File: src/rtl/swap_pkg.sv
package swap_pkg;
  typedef enum logic [1:0] {
    SZ_BYTE = 2'd0,
    SZ_HALF = 2'd1,
    SZ_WORD = 2'd2,
    SZ_RSVD = 2'd3
  } acc_size_e;

  typedef enum logic {
    DIR_INI = 1'b0,
    DIR_TGT = 1'b1
  } acc_dir_e;
endpackage

File: src/rtl/swap_cfg_regs.sv
module swap_cfg_regs #(
  parameter int NUM_WIN = 4,
  parameter int WIN_W   = 2
) (
  input  logic               clk,
  input  logic               rst_n,
  input  logic               ini_we,
  input  logic [NUM_WIN-1:0] ini_bits,
  input  logic               tgt_we,
  input  logic [WIN_W-1:0]   tgt_win,
  input  logic               tgt_swap,
  output logic [NUM_WIN-1:0] ini_q,
  output logic [NUM_WIN-1:0] tgt_q
);
  // initiator set: one register loaded as a whole
  always_ff @(posedge clk or negedge rst_n) begin
    if (!rst_n) ini_q <= '0;
    else if (ini_we) ini_q <= ini_bits;
  end

  // target set: one bit per window, each in its own control register
  for (genvar w = 0; w < NUM_WIN; w++) begin : g_tgt
    logic hit;
    assign hit = tgt_we && (tgt_win == WIN_W'(w));
    always_ff @(posedge clk or negedge rst_n) begin
      if (!rst_n) tgt_q[w] <= 1'b0;
      else if (hit) tgt_q[w] <= tgt_swap;
    end
  end
endmodule

File: src/rtl/swap_select.sv
module swap_select
  import swap_pkg::*;
#(
  parameter int NUM_WIN = 4,
  parameter int WIN_W   = 2
) (
  input  logic [NUM_WIN-1:0] ini_q,
  input  logic [NUM_WIN-1:0] tgt_q,
  input  logic               be_mode,
  input  logic               dir,
  input  logic [WIN_W-1:0]   win,
  output logic               swap_on
);
  logic [NUM_WIN-1:0] bank;
  logic               bit_sel;

  always_comb begin
    bank    = (acc_dir_e'(dir) == DIR_TGT) ? tgt_q : ini_q;
    bit_sel = 1'b0;
    for (int w = 0; w < NUM_WIN; w++) begin
      if (win == WIN_W'(w)) bit_sel = bank[w];
    end
    swap_on = be_mode & bit_sel;
  end
endmodule

File: src/rtl/lane_rev.sv
module lane_rev #(
  parameter int LANES  = 4,
  parameter int LANE_W = 8
) (
  input  logic                    rev,
  input  logic [LANES*LANE_W-1:0] din,
  output logic [LANES*LANE_W-1:0] dout
);
  for (genvar i = 0; i < LANES; i++) begin : g_lane
    localparam int J = LANES - 1 - i;
    assign dout[i*LANE_W +: LANE_W] = rev ? din[J*LANE_W +: LANE_W]
                                          : din[i*LANE_W +: LANE_W];
  end
endmodule

File: src/rtl/addr_xlate.sv
module addr_xlate #(
  parameter int LANES = 4,
  parameter int AW    = 2
) (
  input  logic          swap_on,
  input  logic [AW-1:0] addr,
  input  logic [1:0]    size,
  output logic [AW-1:0] addr_out
);
  logic [AW:0] nbytes;
  logic [AW:0] mirrored;

  always_comb begin
    nbytes   = (AW+1)'(1) << size;
    mirrored = (AW+1)'(LANES) - nbytes - {1'b0, addr};
    addr_out = swap_on ? mirrored[AW-1:0] : addr;
  end
endmodule

File: src/rtl/endian_win_swapper.sv
module endian_win_swapper #(
  parameter int NUM_MEM_WIN = 3,
  parameter int LANES       = 4,
  localparam int NUM_WIN    = NUM_MEM_WIN + 1,
  localparam int WIN_W      = (NUM_WIN > 1) ? $clog2(NUM_WIN) : 1,
  localparam int AW         = $clog2(LANES),
  localparam int DATA_W     = 8 * LANES
) (
  input  logic               clk,
  input  logic               rst_n,
  input  logic               be_mode,
  input  logic               cfg_ini_we,
  input  logic [NUM_WIN-1:0] cfg_ini_bits,
  input  logic               cfg_tgt_we,
  input  logic [WIN_W-1:0]   cfg_tgt_win,
  input  logic               cfg_tgt_swap,
  input  logic               req_valid,
  output logic               req_ready,
  input  logic               req_dir,
  input  logic [WIN_W-1:0]   req_win,
  input  logic [AW-1:0]      req_addr,
  input  logic [1:0]         req_size,
  input  logic [DATA_W-1:0]  req_wdata,
  input  logic [LANES-1:0]   req_be,
  output logic               bus_req_valid,
  input  logic               bus_req_ready,
  output logic [AW-1:0]      bus_addr_lo,
  output logic [DATA_W-1:0]  bus_wdata,
  output logic [LANES-1:0]   bus_be,
  input  logic               bus_rsp_valid,
  output logic               bus_rsp_ready,
  input  logic               bus_rsp_dir,
  input  logic [WIN_W-1:0]   bus_rsp_win,
  input  logic [DATA_W-1:0]  bus_rdata,
  output logic               rsp_valid,
  input  logic               rsp_ready,
  output logic [DATA_W-1:0]  rsp_rdata
);
  logic [NUM_WIN-1:0] ini_q;
  logic [NUM_WIN-1:0] tgt_q;
  logic               req_swap;
  logic               rsp_swap;
  logic               req_rev;
  logic               rsp_rev;

  swap_cfg_regs #(.NUM_WIN(NUM_WIN), .WIN_W(WIN_W)) u_cfg (
    .clk      (clk),
    .rst_n    (rst_n),
    .ini_we   (cfg_ini_we),
    .ini_bits (cfg_ini_bits),
    .tgt_we   (cfg_tgt_we),
    .tgt_win  (cfg_tgt_win),
    .tgt_swap (cfg_tgt_swap),
    .ini_q    (ini_q),
    .tgt_q    (tgt_q)
  );

  swap_select #(.NUM_WIN(NUM_WIN), .WIN_W(WIN_W)) u_sel_req (
    .ini_q   (ini_q),
    .tgt_q   (tgt_q),
    .be_mode (be_mode),
    .dir     (req_dir),
    .win     (req_win),
    .swap_on (req_swap)
  );

  swap_select #(.NUM_WIN(NUM_WIN), .WIN_W(WIN_W)) u_sel_rsp (
    .ini_q   (ini_q),
    .tgt_q   (tgt_q),
    .be_mode (be_mode),
    .dir     (bus_rsp_dir),
    .win     (bus_rsp_win),
    .swap_on (rsp_swap)
  );

  // big-endian without swap keeps addresses: physical lanes reverse
  assign req_rev = be_mode & ~req_swap;
  assign rsp_rev = be_mode & ~rsp_swap;

  lane_rev #(.LANES(LANES), .LANE_W(8)) u_wdata (
    .rev (req_rev), .din (req_wdata), .dout (bus_wdata)
  );

  lane_rev #(.LANES(LANES), .LANE_W(1)) u_be (
    .rev (req_rev), .din (req_be), .dout (bus_be)
  );

  lane_rev #(.LANES(LANES), .LANE_W(8)) u_rdata (
    .rev (rsp_rev), .din (bus_rdata), .dout (rsp_rdata)
  );

  addr_xlate #(.LANES(LANES), .AW(AW)) u_addr (
    .swap_on  (req_swap),
    .addr     (req_addr),
    .size     (req_size),
    .addr_out (bus_addr_lo)
  );

  // stateless channels: handshake passes straight through
  assign bus_req_valid = req_valid;
  assign req_ready     = bus_req_ready;
  assign rsp_valid     = bus_rsp_valid;
  assign bus_rsp_ready = rsp_ready;
endmodule

File: config.mk
export PLATFORM = sky130hd
export DESIGN_NAME = endian_win_swapper
export DESIGN_NICKNAME = d
export VERILOG_FILES = /design/src/rtl/swap_pkg.sv /design/src/rtl/swap_cfg_regs.sv /design/src/rtl/swap_select.sv /design/src/rtl/lane_rev.sv /design/src/rtl/addr_xlate.sv /design/src/rtl/endian_win_swapper.sv
export SDC_FILE = /design/constraint.sdc
export NUM_CORES = 1
export LEC_CHECK = 0
export BUFFER_PORTS_ARGS = -buffer_cell sky130_fd_sc_hd__buf_4
export CAP_MARGIN = 20
export CORE_MARGIN = 4
export CORE_UTILIZATION = 40
export CTS_CLUSTER_SIZE = 16
export DETAILED_ROUTE_END_ITERATION = 16
export PLACE_DENSITY_LB_ADDON = 0.25
export SYNTH_ARGS = -nofsm -noshare
export SYNTH_HDL_FRONTEND = slang
export SYNTH_HIERARCHICAL = 1
export SYNTH_SLANG_ARGS = --single-unit
File: constraint.sdc
create_clock -name clk -period 4.15 [get_ports clk]
set_input_delay 0.2075 -clock clk [delete_from_list [all_inputs] [get_ports clk]]
set_output_delay 0.2075 -clock clk [all_outputs]
set_load 0.1 [all_outputs]
# Word-level counts from Yosys, hierarchy flattened
# Index checks and enable logic that the tools add are counted.
# totals
output_inout_bits	74
reg_bits	8
word_cells	53
inputBits	94
# classes
n_bitwise	6
reduce_logical	7
n_addsub	2
shift	1
n_eq_ne	9
n_mux	23
# op_table
operator	count
two-way mux 8 bit	8
== test 2 bit, second input constant	6
two-way mux 1 bit	12
two-way mux 4 bit	2
== test 2 x 1 -> 1 bit, second input constant	3
zero test 2 bit	3
bitwise AND 1 bit	4
logical AND 1 bit	4
two-way mux 2 bit	1
inverter 1 bit	2
left shift 1 x 2 -> 2 bit, first input constant	1
subtractor 1 x 2 -> 2 bit, first input constant	1
subtractor 2 bit	1

# Depth between registers and ports, before layout
# depth
ltp_word	9
ltp_mapped	7
mapped_depth_nobuf	6

# By module
# Netlist, hierarchy kept.
# modules_own_cells
module	n_inst	seq_area_each_um2	area_per_inst_um2	cells_each
lane_rev at u_rdata ...	2	0.0	544.3	36
swap_cfg_regs	1	200.2	322.8	20
swap_select	2	0.0	71.3	7
addr_xlate	1	0.0	73.8	10
endian_win_swapper	1	0.0	57.6	6
lane_rev at u_be	1	0.0	45.0	4

# Worst setup path after synthesis
# No wires, ideal clock.
# synth_path
path_kind	reg2out
start	register u_cfg.tgt_q[1]
end	output bus_addr_lo[0]
path_slack_ns	0.741
path_stages_with_launch	5
t_arrival_ns	3.202
required_ns	3.943
path_buffers	0
cell_sequence	dfrtp_1 mux4_1 nor2_1 a311oi_1 o21ai_0
# synth_between
elab_chain_len	6
# synth_rtl
element	line_no	text
start: declaration	swap_cfg_regs.sv:13	output logic [NUM_WIN-1:0] tgt_q
start signal: indexed assignment	swap_cfg_regs.sv:27	else if (hit) tgt_q[w] <= tgt_swap;
two-way mux 4 bit	swap_select.sv:18	bank = (acc_dir_e'(dir) == DIR_TGT) ? tgt_q : ini_q;
two-way mux 1 bit (3 in a row)	swap_select.sv:21	if (win == WIN_W'(w)) bit_sel = bank[w];
bitwise AND 1 bit	swap_select.sv:23	swap_on = be_mode & bit_sel;
via req_swap	endian_win_swapper.sv:41	logic req_swap;
two-way mux 2 bit	addr_xlate.sv:16	addr_out = swap_on ? mirrored[AW-1:0] : addr;
end: declaration	endian_win_swapper.sv:27	output logic [AW-1:0] bus_addr_lo,
# The timed path passes the listed nets, and every way through them passes these cells.

# Worst setup path after layout
# layout_path
start	register u_cfg.tgt_q[1]
end	output rsp_rdata[10]
# layout_between
elab_chain_len	8
# layout_rtl
element	line_no	text
two-way mux 4 bit	swap_select.sv:18	
two-way mux 1 bit (3 in a row)	swap_select.sv:21	
bitwise AND 1 bit	swap_select.sv:23	
via rsp_swap	endian_win_swapper.sv:42	logic rsp_swap;
inverter 1 bit	endian_win_swapper.sv:78	assign rsp_rev = be_mode & ~rsp_swap;
bitwise AND 1 bit	endian_win_swapper.sv:78	
via rsp_rev	endian_win_swapper.sv:44	logic rsp_rev;
two-way mux 8 bit	lane_rev.sv:11	assign dout[i*LANE_W +: LANE_W] = rev ? din[J*LANE_W +: LANE_W]
end: declaration	endian_win_swapper.sv:37	output logic [DATA_W-1:0] rsp_rdata
# The timed path passes the listed nets, and every way through them passes these cells.

==> reports/metrics.cfg <==
[pwr]
p_per_area_nw_per_um2 = 371
p_leak_nw = 1.55
total_power_mw = 1.07
ir_worst_vdd_mv = 0.242

[routing]
antenna_left = 0
drt_iter0_drc = 53
drcViolationCount = 0
first_pass_iters = 4
avgViaCountPerCell = 4.83
wl_per_cell_um = 17.5
routed_wl_mm = 5.79
vias = 1595

[synthesis]
mappedNetlistNets = 221
synth-main-ff-cell = dfrtp_1
synth_compound_area_frac = 0.0217
synth_area_leader_cell = mux2_4
yosysUniqueCellTypes = 23
synth-adder-area-share = 0.00723
seq_area_frac_synth = 0.116
yosys.area_share.simple = 0.0586
yosysWarnings = 6
syn_area_um2 = 1730
synth_common_cells = mux2_4 (60), mux2_2 (16), dfrtp_1 (8)
synthCells = 126
synth_seq_cells = 8
yosys-top-cells-area = mux2_4 (52%), dfrtp_1 (12%), mux2_2 (10%)
synth-edff-count = 0
synth_top_family_by_area = multiplexers
synth.area.mux_share = 0.685
synth_top_area_frac = 0.521
yosys.cell_count.top_type = mux2_4
avgSynthCellArea_um2 = 13.7
async_reset_ff_frac = 1.00
synth_xor_area_frac = 0.00506

[worst_setup_path]
crit_path_start_kind = flip-flop
r2r_end = u_cfg/tgt_q[1]
cp.arrival_ns = 2.83
end_kind = output pin
r2r_setup_slack_ns = 3.36
cpMostUsedCell = buf_4
critPathMaxStageDelay_ns = 0.56
crit_path_max_fanout = 17
r2r-start = u_cfg/tgt_q[1]
slowest_stage = nor2b_4
path_cells = mux4_1 > nor2_1 > a311oi_1 > nor2b_4 > buf_4 > mux2_4 > buf_4
r2r.worst_path.cells = 1
cp.required_ns = 3.94
crit_type = reg -> out
startpoint = u_cfg/tgt_q[1]
critPathCapture = rsp_rdata[10]

[final_layout]
nets = 377
fill_cells = 338
post-route-util = 0.707
antenna-diode-count = 0
synthToLayoutAreaGrowth_pct = 66.9
drive_above_1_share = 0.875

[sta]
setup_viol = 0
period_minus_slack_ns = 3.04
fin_crit_sh = 0.731
hold_violations = 0
grt_setup_unrepaired = no
holdWs_ns = 0.212
tightest_slew_ns = 0.725
setup_tns_ns = 0
max_freq_ghz = 0.329
drv_slew = 0
fin_skew_ns = 0
relSlewSlack = 0.513

[place]
gp_congestion = 0.796
io_buffers = 159

[cts]
clk_pin_slew_ns = 0.04
tritoncts = built
cts_htree_levels = 1
cts_setup_buffers = 0
cts_buffers = 3
clk_latency_ns = 0.23
root_buffer = clkbuf_8
clock_tree.buffer_depth = 2
cts.sinks = 8

[global_route]
antenna_found_initial = 0
grt_remaining_overflow = 0
grt_usage = 0.192
grt_max_degree = 21
grt_pass1_wl_mm = 8.11
grt_pass1_vias = 1629

[worst_hold_path]
min_path_type = in -> reg

[floorplanning]
design.die.area_um2 = 5440
core-area_um2 = 4090
rows = 23
chipWidth_um = 73.8
dieHeight_um = 73.8
start_util = 0.423
io_pins = 168

[flow_run]
maxCapViolations = 0

[status]
outcome = finished, final reports clean

==> timing repair <==
action / in CTS / in global routing
hold buffers: 1 / 0
endpoints found under the hold margin: 8 / 0
resized for setup: 0 / 0
==> kinds of logic (layout without fill, tap and decap cells) <==
| logic type | Yosys count | count (layout) |
|---|---|---|
| compound gates | 5 | 5 |
| xor+xnor | 1 | 1 |
| fa+ha+maj | 1 | 1 |
| buf+inv | 15 | 169 |
| flops | 8 | 8 |
| mux | 83 | 83 |
| simple gates | 13 | 13 |
==> worst max-delay path, delay by kind of cell (launching register included) <==
| family | cells | cell delay, ns |
|---|---|---|
| AOI/OAI and AO/OA | 1 | 0.07 |
| buffers and inverters | 2 | 0.64 |
| DFF | 1 | 0.38 |
| muxes | 2 | 0.83 |
| and+or+nand+nor | 2 | 0.66 |
==> registers in the layout, summed over array words and instances, names as in the netlist <==
register / cells
u_cfg/ini_q: 4
u_cfg/tgt_q: 4
==> area by class of cell <==
class	count	area, um^2	area share
flip-flops and latches	8	200	0.0693
inverters	3	11.3	0.00390
well taps	50	62.6	0.0217
multi-input cells	103	1350	0.466
clock buffers	3	41.3	0.0143
repair buffers	163	1230	0.425
==> power by group <==
part,switching [mW],internal [mW]
registers,0.00806,0.0898
logic,0.615,0.267
clock network,0.0290,0.0627
total,0.652,0.419
==> stage by stage <==
step           cells  instance area, um^2  setup slack, ns
2_1_floorplan    126                 1730            0.741
3_3_place_gp     326                 2840             1.40
3_5_place_dp     326                 2840             1.35
4_1_cts          330                 2890             1.10
5_1_grt          330                 2890            0.939
6_report         330                 2890             1.11
==> how the worst min path moves through the flow <==
stage	startpoint	slack, ns	cells after the start	endpoint
floorplan	rst_n	-0.09	0	u_cfg/ini_q[0]
global placement	rst_n	0.03	1	u_cfg/tgt_q[1]
detailed placement	rst_n	0.03	1	u_cfg/tgt_q[1]
CTS	cfg_ini_bits[2]	0.20	2	u_cfg/ini_q[2]
global route	cfg_ini_bits[1]	0.21	2	u_cfg/ini_q[1]
finish	cfg_ini_bits[2]	0.21	2	u_cfg/ini_q[2]
==> layout by cell type, fill, tap and decap left out, drive strengths merged, types with 2 or more instances in the layout <==
cell type / n
clkbuf: 3
dfrtp: 8
mux2i: 3
inv: 3
nor2: 2
o31ai: 2
a311oi: 2
nor2b: 3
mux2: 78
mux4: 2
buf: 162
nand3b: 2
nand2: 2
==> layer usage <==
| metal | GRT usage | up-vias | share of wire |
|---|---|---|---|
| li1 | - | 777 | - |
| met1 | 0.208 | 727 | 0.35 |
| met2 | 0.366 | 79 | 0.54 |
| met3 | 0.0328 | 12 | 0.090 |
| met4 | 0.0704 | 0 | 0.018 |
| met5 | 0 | - | 0 |
(Power assumes the default switching activity.)
